<file path="src/rtl/sio_cfg_pkg.sv">
package sio_cfg_pkg;
   localparam int unsigned BYTE_W = 8;
   typedef logic [BYTE_W-1:0] byte_t;

   typedef enum logic [1:0] {
      KS_SHUT  = 2'd0,
      KS_ARMED = 2'd1,
      KS_OPEN  = 2'd2
   } key_state_e;

   localparam byte_t IX_LDSEL   = 8'h07;
   localparam byte_t IX_CHIP_HI = 8'h20;
   localparam byte_t IX_CHIP_LO = 8'h21;
   localparam byte_t IX_MFG_HI  = 8'h23;
   localparam byte_t IX_MFG_LO  = 8'h24;
   localparam byte_t IX_BASE_HI = 8'h60;
   localparam byte_t IX_BASE_LO = 8'h61;
endpackage

</file>
<file path="src/rtl/sio_key_gate.sv">
module sio_key_gate
   import sio_cfg_pkg::*;
#(
   parameter byte_t KEY_BYTE  = 8'h87,
   parameter byte_t LOCK_BYTE = 8'hAA
) (
   input  logic  clk,
   input  logic  rst_n,
   input  logic  idx_wr,
   input  byte_t wdata,
   output logic  open
);
   if (KEY_BYTE == LOCK_BYTE) begin : g_bad_bytes
      $error("sio_key_gate: key and lock bytes must differ");
   end

   key_state_e state_q, state_d;
   logic key_wr;
   logic lock_wr;

   assign key_wr  = idx_wr && (wdata == KEY_BYTE);
   assign lock_wr = idx_wr && (wdata == LOCK_BYTE);

   always_comb begin
      state_d = state_q;
      case (state_q)
         KS_SHUT:  if (key_wr) state_d = KS_ARMED;
         KS_ARMED: if (idx_wr) state_d = key_wr ? KS_OPEN : KS_SHUT;
         KS_OPEN:  if (lock_wr) state_d = KS_SHUT;
         default:  state_d = KS_SHUT;
      endcase
   end

   always_ff @(posedge clk) begin
      if (!rst_n) state_q <= KS_SHUT;
      else        state_q <= state_d;
   end

   assign open = (state_q == KS_OPEN);

   // the space opens only straight after an armed state that saw a second key
   a_r2_open_needs_two_keys: assert property (@(posedge clk) disable iff (!rst_n)
      $rose(open) |-> $past(state_q == KS_ARMED && key_wr));
   // a foreign byte between the two keys disarms the sequence
   a_r2_foreign_disarms: assert property (@(posedge clk) disable iff (!rst_n)
      (state_q == KS_ARMED && idx_wr && !key_wr) |=> (state_q == KS_SHUT));
   // the lock byte closes an open space
   a_r3_lock_closes: assert property (@(posedge clk) disable iff (!rst_n)
      (open && lock_wr) |=> !open);
endmodule

</file>
<file path="src/rtl/sio_ldev_bank.sv">
module sio_ldev_bank
   import sio_cfg_pkg::*;
#(
   parameter int unsigned NUM_LDEV     = 8,
   parameter int unsigned MON_LDEV     = 4,
   parameter logic [15:0] MON_BASE_RST = 16'h0290,
   parameter logic [15:0] DEV_BASE_RST = 16'h0000
) (
   input  logic        clk,
   input  logic        rst_n,
   input  byte_t       sel,
   input  logic        wr_hi,
   input  logic        wr_lo,
   input  byte_t       wdata,
   output byte_t       rd_hi,
   output byte_t       rd_lo,
   output logic [15:0] mon_base
);
   localparam int unsigned SEL_SPAN = 1 << BYTE_W;

   if (NUM_LDEV == 0 || NUM_LDEV > SEL_SPAN) begin : g_bad_count
      $error("sio_ldev_bank: NUM_LDEV out of range");
   end
   if (MON_LDEV >= NUM_LDEV) begin : g_bad_mon
      $error("sio_ldev_bank: MON_LDEV must be a valid device");
   end

   logic [15:0] base_arr [NUM_LDEV];

   for (genvar g = 0; g < NUM_LDEV; g++) begin : g_dev
      localparam byte_t       DEV_ID  = byte_t'(g);
      localparam logic [15:0] RST_VAL = (g == MON_LDEV) ? MON_BASE_RST : DEV_BASE_RST;
      logic [15:0] base_q;
      logic        hit;

      assign hit = (sel == DEV_ID);

      always_ff @(posedge clk) begin
         if (!rst_n) begin
            base_q <= RST_VAL;
         end else if (hit) begin
            if (wr_hi) base_q[15:8] <= wdata;
            if (wr_lo) base_q[7:0]  <= wdata;
         end
      end

      assign base_arr[g] = base_q;
   end

   always_comb begin
      rd_hi = '0;
      rd_lo = '0;
      for (int i = 0; i < NUM_LDEV; i++) begin
         if (sel == byte_t'(i)) begin
            rd_hi = base_arr[i][15:8];
            rd_lo = base_arr[i][7:0];
         end
      end
   end

   assign mon_base = base_arr[MON_LDEV];

   // the monitor base moves only after a base byte write
   a_r9_mon_moves_on_write: assert property (@(posedge clk) disable iff (!rst_n)
      !$stable(mon_base) |-> $past(wr_hi || wr_lo));
endmodule

</file>
<file path="src/rtl/sio_cfg_rdmux.sv">
module sio_cfg_rdmux
   import sio_cfg_pkg::*;
#(
   parameter logic [15:0] CHIP_ID = 16'h0541,
   parameter logic [15:0] MFG_ID  = 16'h1934
) (
   input  byte_t index,
   input  byte_t ldsel,
   input  byte_t base_hi,
   input  byte_t base_lo,
   output byte_t cfg_byte
);
   always_comb begin
      case (index)
         IX_LDSEL:   cfg_byte = ldsel;
         IX_CHIP_HI: cfg_byte = CHIP_ID[15:8];
         IX_CHIP_LO: cfg_byte = CHIP_ID[7:0];
         IX_MFG_HI:  cfg_byte = MFG_ID[15:8];
         IX_MFG_LO:  cfg_byte = MFG_ID[7:0];
         IX_BASE_HI: cfg_byte = base_hi;
         IX_BASE_LO: cfg_byte = base_lo;
         default:    cfg_byte = '0;
      endcase
   end
endmodule

</file>
<file path="src/rtl/sio_cfg_window.sv">
module sio_cfg_window
   import sio_cfg_pkg::*;
#(
   parameter int unsigned NUM_LDEV     = 8,
   parameter int unsigned MON_LDEV     = 4,
   parameter logic [15:0] CHIP_ID      = 16'h0541,
   parameter logic [15:0] MFG_ID       = 16'h1934,
   parameter logic [15:0] MON_BASE_RST = 16'h0290,
   parameter logic [7:0]  KEY_BYTE     = 8'h87,
   parameter logic [7:0]  LOCK_BYTE    = 8'hAA,
   parameter logic [7:0]  LOCKED_FILL  = 8'hFF
) (
   input  logic        clk,
   input  logic        rst_n,
   input  logic        addr,
   input  logic        wr_en,
   input  logic        rd_en,
   input  logic [7:0]  wdata,
   output logic [7:0]  rdata,
   output logic [15:0] mon_base
);
   logic  open;
   logic  idx_wr;
   logic  dat_wr;
   byte_t index_q;
   byte_t ldsel_q;
   byte_t rdata_q;
   byte_t base_hi;
   byte_t base_lo;
   byte_t cfg_byte;

   assign idx_wr = wr_en && !addr;
   assign dat_wr = wr_en && addr && open;

   sio_key_gate #(
      .KEY_BYTE (KEY_BYTE),
      .LOCK_BYTE(LOCK_BYTE)
   ) u_key (
      .clk   (clk),
      .rst_n (rst_n),
      .idx_wr(idx_wr),
      .wdata (wdata),
      .open  (open)
   );

   always_ff @(posedge clk) begin
      if (!rst_n)                                       index_q <= '0;
      else if (idx_wr && open && wdata != LOCK_BYTE)    index_q <= wdata;
   end

   always_ff @(posedge clk) begin
      if (!rst_n)                                  ldsel_q <= '0;
      else if (dat_wr && index_q == IX_LDSEL)      ldsel_q <= wdata;
   end

   sio_ldev_bank #(
      .NUM_LDEV    (NUM_LDEV),
      .MON_LDEV    (MON_LDEV),
      .MON_BASE_RST(MON_BASE_RST),
      .DEV_BASE_RST(16'h0000)
   ) u_bank (
      .clk     (clk),
      .rst_n   (rst_n),
      .sel     (ldsel_q),
      .wr_hi   (dat_wr && index_q == IX_BASE_HI),
      .wr_lo   (dat_wr && index_q == IX_BASE_LO),
      .wdata   (wdata),
      .rd_hi   (base_hi),
      .rd_lo   (base_lo),
      .mon_base(mon_base)
   );

   sio_cfg_rdmux #(
      .CHIP_ID(CHIP_ID),
      .MFG_ID (MFG_ID)
   ) u_rdmux (
      .index   (index_q),
      .ldsel   (ldsel_q),
      .base_hi (base_hi),
      .base_lo (base_lo),
      .cfg_byte(cfg_byte)
   );

   always_ff @(posedge clk) begin
      if (!rst_n)        rdata_q <= '0;
      else if (rd_en) begin
         if (!open)      rdata_q <= LOCKED_FILL;
         else if (addr)  rdata_q <= cfg_byte;
         else            rdata_q <= index_q;
      end
   end

   assign rdata = rdata_q;

   // a read while closed returns the fill byte
   a_r4_locked_read_fill: assert property (@(posedge clk) disable iff (!rst_n)
      (rd_en && !open) |=> (rdata == LOCKED_FILL));
   // read data holds when no read strobe is present
   a_r1_rdata_holds: assert property (@(posedge clk) disable iff (!rst_n)
      !rd_en |=> $stable(rdata));
   // the device select only moves on an open data-port write
   a_r7_ldsel_holds: assert property (@(posedge clk) disable iff (!rst_n)
      !dat_wr |=> $stable(ldsel_q));
   // the index is untouched while closed
   a_r4_index_frozen: assert property (@(posedge clk) disable iff (!rst_n)
      !open |=> $stable(index_q));
endmodule

</file>
<file path="config.mk">
export PLATFORM = sky130hd
export DESIGN_NAME = sio_cfg_window
export DESIGN_NICKNAME = d
export VERILOG_FILES = /design/src/rtl/sio_cfg_pkg.sv /design/src/rtl/sio_key_gate.sv /design/src/rtl/sio_ldev_bank.sv /design/src/rtl/sio_cfg_rdmux.sv /design/src/rtl/sio_cfg_window.sv
export SDC_FILE = /design/constraint.sdc
export NUM_CORES = 1
export LEC_CHECK = 0
export CAP_MARGIN = 20
export CORE_ASPECT_RATIO = 0.6
export CORE_MARGIN = 3
export CORE_UTILIZATION = 55
export DETAILED_ROUTE_END_ITERATION = 10
export MAX_ROUTING_LAYER = met4
export PLACE_DENSITY_LB_ADDON = 0.15
export SYNTH_ARGS = -nofsm -noshare
export SYNTH_HDL_FRONTEND = slang
export SYNTH_SLANG_ARGS = --single-unit
</file>
<file path="constraint.sdc">
create_clock -name clk -period 5 [get_ports clk]
set_input_delay 0.75 -clock clk [delete_from_list [all_inputs] [get_ports clk]]
set_output_delay 0.75 -clock clk [all_outputs]
set_load 0.1 [all_outputs]
</file>
# Word-level counts from Yosys, hierarchy flattened
# Index checks and enable logic that the tools add are counted.
# totals
reg_bits,154
output_inout_bits,24
word_cells,96
in_bits,13
# classes
eq_ne,22
muxes,24
n_reduce_logical,30
# op_table
operator,count
$mux 8,18
$pmux 8 s7,1
$eq 8x3->1 const B,5
$eq 8x6->1 const B,4
$reduce_and 2->1,16
$eq 8x2->1 const B,2
$eq 8x7->1 const B,2
$eq 8x8->1 const B,2
$logic_and 1x1->1,10
$eq 8x1->1 const B,1
$logic_not 8->1,1
$mux 2,4
$ne 8x8->1 const B,1
$pmux 2 s3,1
$ne 2x1->1 const B,2
$reduce_and 3->1,1
$eq 2x1->1 const B,1
$eq 2x2->1 const B,1
$logic_not 2->1,1
$ne 2x2->1 const B,1
$logic_not 1->1,1

# Logic depth before layout (Yosys ltp)
# Gate-level depths: netlist (run 1).
# logic_depth
depth_word,12
mapped_depth,9
ltp_nobuf,6

# Cells and area by module
# Synthesis (run 1) repeated with hierarchy kept, for this count alone.
# hier_totals
cells_unflattened,841
area_unflattened_um2,7981.4
# modules_own_cells
mod,area_per_inst_um2,cells_each,instances,seq_area_each_um2
sio_ldev_bank,6344.8,667,1,2562.5
sio_cfg_window,1048.5,108,1,480.5
sio_cfg_rdmux,442.9,52,1,0.0
sio_key_gate,145.1,14,1,40.0

# Worst setup path after synthesis (run 1)
# Ideal clock, no wire load.
# synth_timing
kind,input to register
startpoint,input wr_en
endpoint,register u_bank.g_dev[6].base_q[0]
slack_ns,2.576
n_path_buf,1
path_stages,7
required_ns,4.883
t_arrival_ns,2.307
setup_ns,0.117
cell_sequence,nand4b_1 -> nor4_1 -> and3_1 -> clkbuf_1 -> nand2_1 -> mux2i_1 -> nor2b_1
# synth_between
elab_chain_len,4
# synth_lines
element,line,rtl
start: declaration,sio_cfg_window.sv:16,"input logic wr_en,"
$logic_and 1x1->1 (2 in series),sio_cfg_window.sv:33,assign dat_wr = wr_en && addr && open;
$logic_and 1x1->1,sio_cfg_window.sv:66,".wr_lo (dat_wr && index_q == IX_BASE_LO),"
$reduce_and 2->1 (no line),-,
end signal: assignment,sio_ldev_bank.sv:43,if (wr_lo) base_q[7:0] <= wdata;
end: declaration,sio_ldev_bank.sv:33,logic [15:0] base_q;
# No other way between the ends.
# A chain may end at the register's enable or synchronous reset.

# Worst setup path in the final report (run 1)
# layout_timing
startpoint,input addr
endpoint,register u_bank.g_dev[2].base_q[13]
# layout_between
elab_chain_len,4
# layout_lines
element,line,rtl
start: declaration,sio_cfg_window.sv:15,"input logic addr,"
$logic_and 1x1->1 (2 in series),sio_cfg_window.sv:33,
$logic_and 1x1->1,sio_cfg_window.sv:65,".wr_hi (dat_wr && index_q == IX_BASE_HI),"
$reduce_and 2->1 (no line),-,
end signal: assignment,sio_ldev_bank.sv:42,if (wr_hi) base_q[15:8] <= wdata;
end: declaration,sio_ldev_bank.sv:33,
# No other way between the ends.

==> results_dict.tcl, run 1 <==
set metrics [dict create \
    outcome "finished, final reports clean" \
    cts.clk_slew.worst_paths_ns 0.06 \
    synthFlopType "dfxtp_1" \
    tightest_slew_ns 1.195 \
    syn_area_sq_um 7472 \
    drv_cap 0 \
    power_density_nw_per_um2 309.0 \
    dr.pass1.iters 5 \
    drt-met1-wl_um 10360 \
    leakagePower_nw 2.627 \
    clock_path_buffers 2 \
    path_delay_family "simple AND/OR/NAND/NOR gates" \
    slew-limit-headroom_pct 20.07 \
    cp_data_required_time_ns 5.31 \
    place.gp.congestion 0.9467 \
    p_sw_mw 0.6405 \
    synth-simple-area-share_pct 22.32 \
    clkPwrFrac_pct 48.1 \
    yosys-top-cells-area "dfxtp_1 (41%), mux2i_1 (16%), nor2b_1 (9.2%)" \
    cts_tree "done" \
    combPwrFrac_pct 4.8 \
    cts.sink_count 154 \
    synth_top_family_by_area "simple AND/OR/NAND/NOR gates" \
    area_growth_pct 13.45 \
    critPathBufInv 1 \
    ioPinCount 37 \
    vias 6238 \
    wl_per_cell_um 21.94 \
    die_y_um 96.29 \
    skew_ns 0.01260 \
    wirelength_um 21810 \
    hold_class "reg2reg" \
    met2_length_um 9140 \
    drtAntennaViolNets 0 \
    coreArea_sq_um 13050 \
    highest_layer "met4" \
    yosysTopAreaCell "dfxtp_1" \
    slew_viol_final 0 \
    cp-start-kind "input pin" \
    grt_pass1_vias 6078 \
    ir_worst_vdd_mv 0.1934 \
    synth_adder_area_share_pct 0 \
    cp-end-kind "flop" \
    syn_nets 822 \
    grt_start_max_net_pins 132 \
    cts_buffers 17 \
    yosysWarnings 0 \
    avgSynthCellArea_sq_um 9.236 \
    met3WireLength_um 1989 \
    path_cells "clkdlybuf4s50_1 > nand4b_1 > nor4_1 > nand3_1 > nor2_2 > mux2i_1 > nor2b_1" \
    grt_use_total_pct 30.97 \
    cts_setup_buffers 0 \
    fmax_ghz 0.2921 \
    critPathMaxStageDelay_ns 0.69 \
    p_sw_share_pct 24.45 \
    grt_overflow 0 \
    final_hold_viol_count 0 \
    synth.distinct_cells 53 \
    critical_path_class "in2reg" \
    period_needed_ns 3.423 \
    critPathMaxFanout 11 \
    finalSetupViolations 0 \
    cts_resized 0 \
    tns_ns 0 \
    synth_cells 809 \
    final_util_pct 64.94 \
    cts_hold_buf 0 \
    seq_area_frac_synth_pct 41.26 \
    clk_latency_ns 0.43 \
    min_period_over_period_pct 68.47 \
    p_int_mw 1.979 \
    clockRootBuffer "clkbuf_16" \
    dieWidth_um 156.5 \
    h-tree-depth 4 \
    grt_setup_unrepaired "no" \
    start_util_pct 57.25 \
    crit_slowest_cell "nor2_2" \
    synth_compound_area_share_pct 12.94 \
    dp_hpwl_um 13970 \
    rows 32 \
    drive_gt1_share_pct 9.951 \
    async_reset_ff_share_pct 0 \
    cp.arrival_ns 3.73 \
    viasPerCell 6.276 \
    synth_xor_area_share_pct 0 \
    die_area_sq_um 15070 \
    synth_edf_count 0 \
    drc 0 \
    antenna_found_initial 0 \
    synth_seq_cells 154 \
    portBuffers 36 \
    diodes 0 \
    yosysTopAreaCellShare_pct 41.26 \
    fin_nets 825 \
    power_frac_seq_pct 47.1 \
    power_mw 2.620 \
    drtIter0Drc 546 \
    synthMuxAreaShare_pct 19.54 \
    grt_pass1_wl_um 34890 \
]
==> power groups by stage <==
stage / logic, mW / registers [mW] / clock network (mW)
after floorplan: 0.0503 / 1.29 / 0
after global placement: 0.122 / 1.26 / 0
after detailed placement: 0.123 / 1.26 / 0
after CTS: 0.123 / 1.23 / 1.27
after global routing: 0.129 / 1.23 / 1.33
final: 0.125 / 1.23 / 1.26
==> stage by stage <==
| stage | hold slack [ns] | std cells | worst slack [ns] | area (sq um) |
|---|---|---|---|---|
| global route | 0.5004 | 994 | 1.433 | 8477 |
| detailed placement | 0.4640 | 963 | 1.312 | 7905 |
| global placement | 0.4526 | 963 | 1.413 | 7905 |
| floorplan | 0.4266 | 809 | 2.576 | 7472 |
| CTS | 0.4749 | 994 | 1.685 | 8477 |
| finish | 0.4731 | 994 | 1.577 | 8477 |
==> cell usage in the layout (no fill, tap or decap), types with 6 or more instances in the layout <==
cell type          n
o221ai_1           7
buf_4             16
a22o_1             6
inv_1             10
dfxtp_1          152
nor3_1            10
mux2i_1          120
a22oi_1            6
mux2_2             7
nor2_1            26
nand3_1           55
a21oi_1           21
clkdlybuf4s50_1   35
mux4_2             8
clkbuf_16         17
nor2b_1          110
a31oi_1            7
a21boi_0          38
nor2_2             6
o21ai_0           24
nand2_1           61
==> tightest hold or removal path, cell delays in order, from the launching register on <==
cell and delay [ns]:
dfxtp_1 0.31, nand2_1 0.05, a21boi_0 0.06
==> worst paths after layout <==
check | end | cells past startpoint | start | slack (ns)
setup reg to reg | rdata[6] | 7 | ldsel_q[0] | 1.96
hold / removal | u_bank.g_dev[6].base_q[9] | 2 | u_bank.g_dev[6].base_q[9] | 0.47
hold reg to reg | u_bank.g_dev[6].base_q[9] | 2 | u_bank.g_dev[6].base_q[9] | 0.47
setup / recovery | u_bank.g_dev[2].base_q[13] | 7 | addr | 1.58
==> synthesized netlist by cell type (10+ instances only) <==
cell / count
nor2_1: 26
mux2i_1: 120
nand3_1: 55
dfxtp_1: 154
nand2_1: 61
inv_1: 10
nor3_1: 10
o21ai_0: 24
a21oi_1: 21
a21boi_0: 38
nor2b_1: 110
clkbuf_1: 60
==> layer usage <==
layer  track usage (%)  up-vias
met4             8.012        0
li1                  -     2873
met3             6.289       34
met1             44.94     3038
met5                 -        -
met2             43.91      293
==> registers in the layout (all words and copies together), names as in the netlist <==
signal and flops:
index_q 8, u_bank.mon_base 16, rdata 8, u_bank.g_dev.base_q 112, ldsel_q 8, u_key.state_q 2
==> layout make-up <==
type | count | area (sq um)
Clock buffer | 18 | 439.2
Clock inverter | 13 | 132.6
Fill cell | 1078 | 4576
Inverter | 11 | 41.29
Multi-Input combinational cell | 577 | 4095
Sequential cell | 154 | 3085
Tap cell | 170 | 212.7
Timing Repair Buffer | 51 | 470.5
==> logic make-up (layout without fill, tap and decap cells) <==
kind of cell / count (synthesis) / after routing
buffers and inverters: 78 / 93
DFF: 154 / 154
muxes: 135 / 135
and+or+nand+nor: 303 / 303
AOI/OAI and AO/OA: 139 / 139
Power figures use the tool's default switching activity.
==> run 2: changes to the inputs <==
--- a/config.mk
+++ b/config.mk
@@ -8,7 +8,7 @@
 export CAP_MARGIN = 20
 export CORE_ASPECT_RATIO = 0.6
 export CORE_MARGIN = 3
-export CORE_UTILIZATION = 55
+export CORE_UTILIZATION = 54
 export DETAILED_ROUTE_END_ITERATION = 10
 export MAX_ROUTING_LAYER = met4
 export PLACE_DENSITY_LB_ADDON = 0.15
==> constraint.sdc (replaced) <==
create_clock -name clk -period 2.8 [get_ports clk]
set_input_delay 0.42 -clock clk [delete_from_list [all_inputs] [get_ports clk]]
set_output_delay 0.42 -clock clk [all_outputs]
set_load 0.1 [all_outputs]
==> results_dict.tcl, run 2 (same netlist as run 1, synthesis figures left out) <==
set metrics [dict create \
    outcome "finished, final reports clean" \
    portBuffers 36 \
    clockRootBuffer "clkbuf_16" \
    finalSetupViolations 0 \
    start_util_pct 56.72 \
    die_y_um 97.12 \
    critical_path_class "reg2reg" \
    place_inst 1005 \
    dp_hpwl_um 15380 \
    leakagePower_nw 2.920 \
    slew_viol_final 0 \
    power_mw 4.840 \
    tightest_slew_ns 1.022 \
    area_growth_pct 18.69 \
    hold_class "reg2reg" \
    cts_hold_buf 0 \
    viasPerCell 6.157 \
    met3WireLength_um 2103 \
    dieWidth_um 157.9 \
    coreArea_sq_um 13170 \
    cts_setup_buffers 0 \
    ioPinCount 37 \
    clock_path_buffers 2 \
    grt_use_total_pct 30.52 \
    hold_ws_ns 0.4635 \
    wirelength_um 22330 \
    drtAntennaViolNets 0 \
    clkPwrFrac_pct 49.7 \
    p_int_mw 3.567 \
    instances_no_fill 1037 \
    final_cell_mix "dfxtp_1 (152), mux2i_1 (120), nor2b_1 (110)" \
    grt_start_max_net_pins 83 \
    cp-end-kind "flop" \
    cp-start-kind "flop" \
    fmax_ghz 0.3949 \
    seqCellArea_sq_um 3085 \
    largest_register_ffs 112 \
    reg2reg_depth 6 \
    p_sw_share_pct 26.30 \
    multiInputGateArea_sq_um 4095 \
    startpoint "ldsel_q[0]" \
    met2_length_um 9421 \
    cts_tree "done" \
    drc 0 \
    grt_setup_unrepaired "no" \
    reg2reg_from "ldsel_q[0]" \
    min_period_over_period_pct 90.43 \
    place.gp.congestion 0.9593 \
    fin_nets 867 \
    final_common_cell "dfxtp_1" \
    h-tree-depth 4 \
    slew-limit-headroom_pct 31.64 \
    vias 6385 \
    p_sw_mw 1.273 \
    cts.sink_count 154 \
    combPwrFrac_pct 4.8 \
    tns_ns 0 \
    wl_per_cell_um 21.53 \
    cts_buffers 17 \
    cp.arrival_ns 2.84 \
    fillCellCount 1024 \
    cp_data_required_time_ns 3.10 \
    drive_gt1_share_pct 17.19 \
    grt_pass1_vias 6135 \
    antenna_found_initial 0 \
    drt-met1-wl_um 10420 \
    period_needed_ns 2.532 \
    rows 32 \
    diodes 0 \
    grt_pass1_wl_um 35160 \
    clk_latency_ns 0.44 \
    drtIter0Drc 648 \
    power_density_nw_per_um2 545.7 \
    hold_start "u_bank.g_dev[6].base_q[8]" \
    whs_path_depth 2 \
    cts_resized 0 \
    final_hold_viol_count 0 \
    top_register "u_bank.g_dev.base_q" \
    critPathMaxFanout 15 \
    dr.pass1.iters 6 \
    setup_ws_ns 0.2680 \
    die_area_sq_um 15330 \
    power_frac_seq_pct 45.5 \
    highest_layer "met4" \
    grt_overflow 0 \
    skew_ns 0.009108 \
    ir_worst_vdd_mv 0.3442 \
    drv_cap 0 \
    place_ws_ns 0.1335 \
    cts.clk_slew.worst_paths_ns 0.07 \
]
run 2: cell types whose count changed in the layout (fill, tap and decap cells not counted), sizes merged:
cell and change:
buf +66, clkbuf -1, clkdlybuf4s50 -24, clkinv +1, clkinvlp -1, inv +2
run 2: area by class of cell:
type	count	share of cell area, %
flip-flops and latches	154	34.79
multi-input cells	577	46.18
clock buffers	17	4.797
inverters	11	0.4656
clock inverters	15	2.201
repair buffers	93	9.170
well taps	170	2.398
run 2: power groups by stage:
stage	sequential (mW)	combinational, mW	clock (mW)
after detailed placement	2.25	0.228	0
after global routing	2.20	0.240	2.52
after CTS	2.20	0.228	2.42
after floorplan	2.31	0.0899	0
final	2.20	0.231	2.41
after global placement	2.25	0.226	0
run 2: metal layers:
metal | vias to the layer above | global-route usage, %
met1 | 3091 | 45.06
met5 | - | -
met2 | 297 | 40.73
met3 | 39 | 8.678
met4 | 0 | 7.933
li1 | 2958 | -
run 2: worst paths after layout:
path | end | slack [ns]
worst max-delay path | rdata[3] | 0.27
worst min-delay path | u_bank.g_dev[6].base_q[8] | 0.46
worst max register to register | rdata[3] | 0.27
worst min register to register | u_bank.g_dev[6].base_q[8] | 0.46
run 2: worst max-delay path, cell delays in order (launching register included):
cell     delay, ns
dfxtp_2       0.64
buf_4         0.27
mux4_2        0.52
mux2i_1       0.38
o22ai_1       0.15
o21ai_0       0.31
a31oi_1       0.13
run 2: stage by stage:
step / utilization, % / area, sq um
2_1_floorplan: - / 7472
3_3_place_gp: 62.61 / 8248
3_5_place_dp: 62.61 / 8248
4_1_cts: 67.33 / 8869
5_1_grt: 67.33 / 8869
6_report: 67.33 / 8869
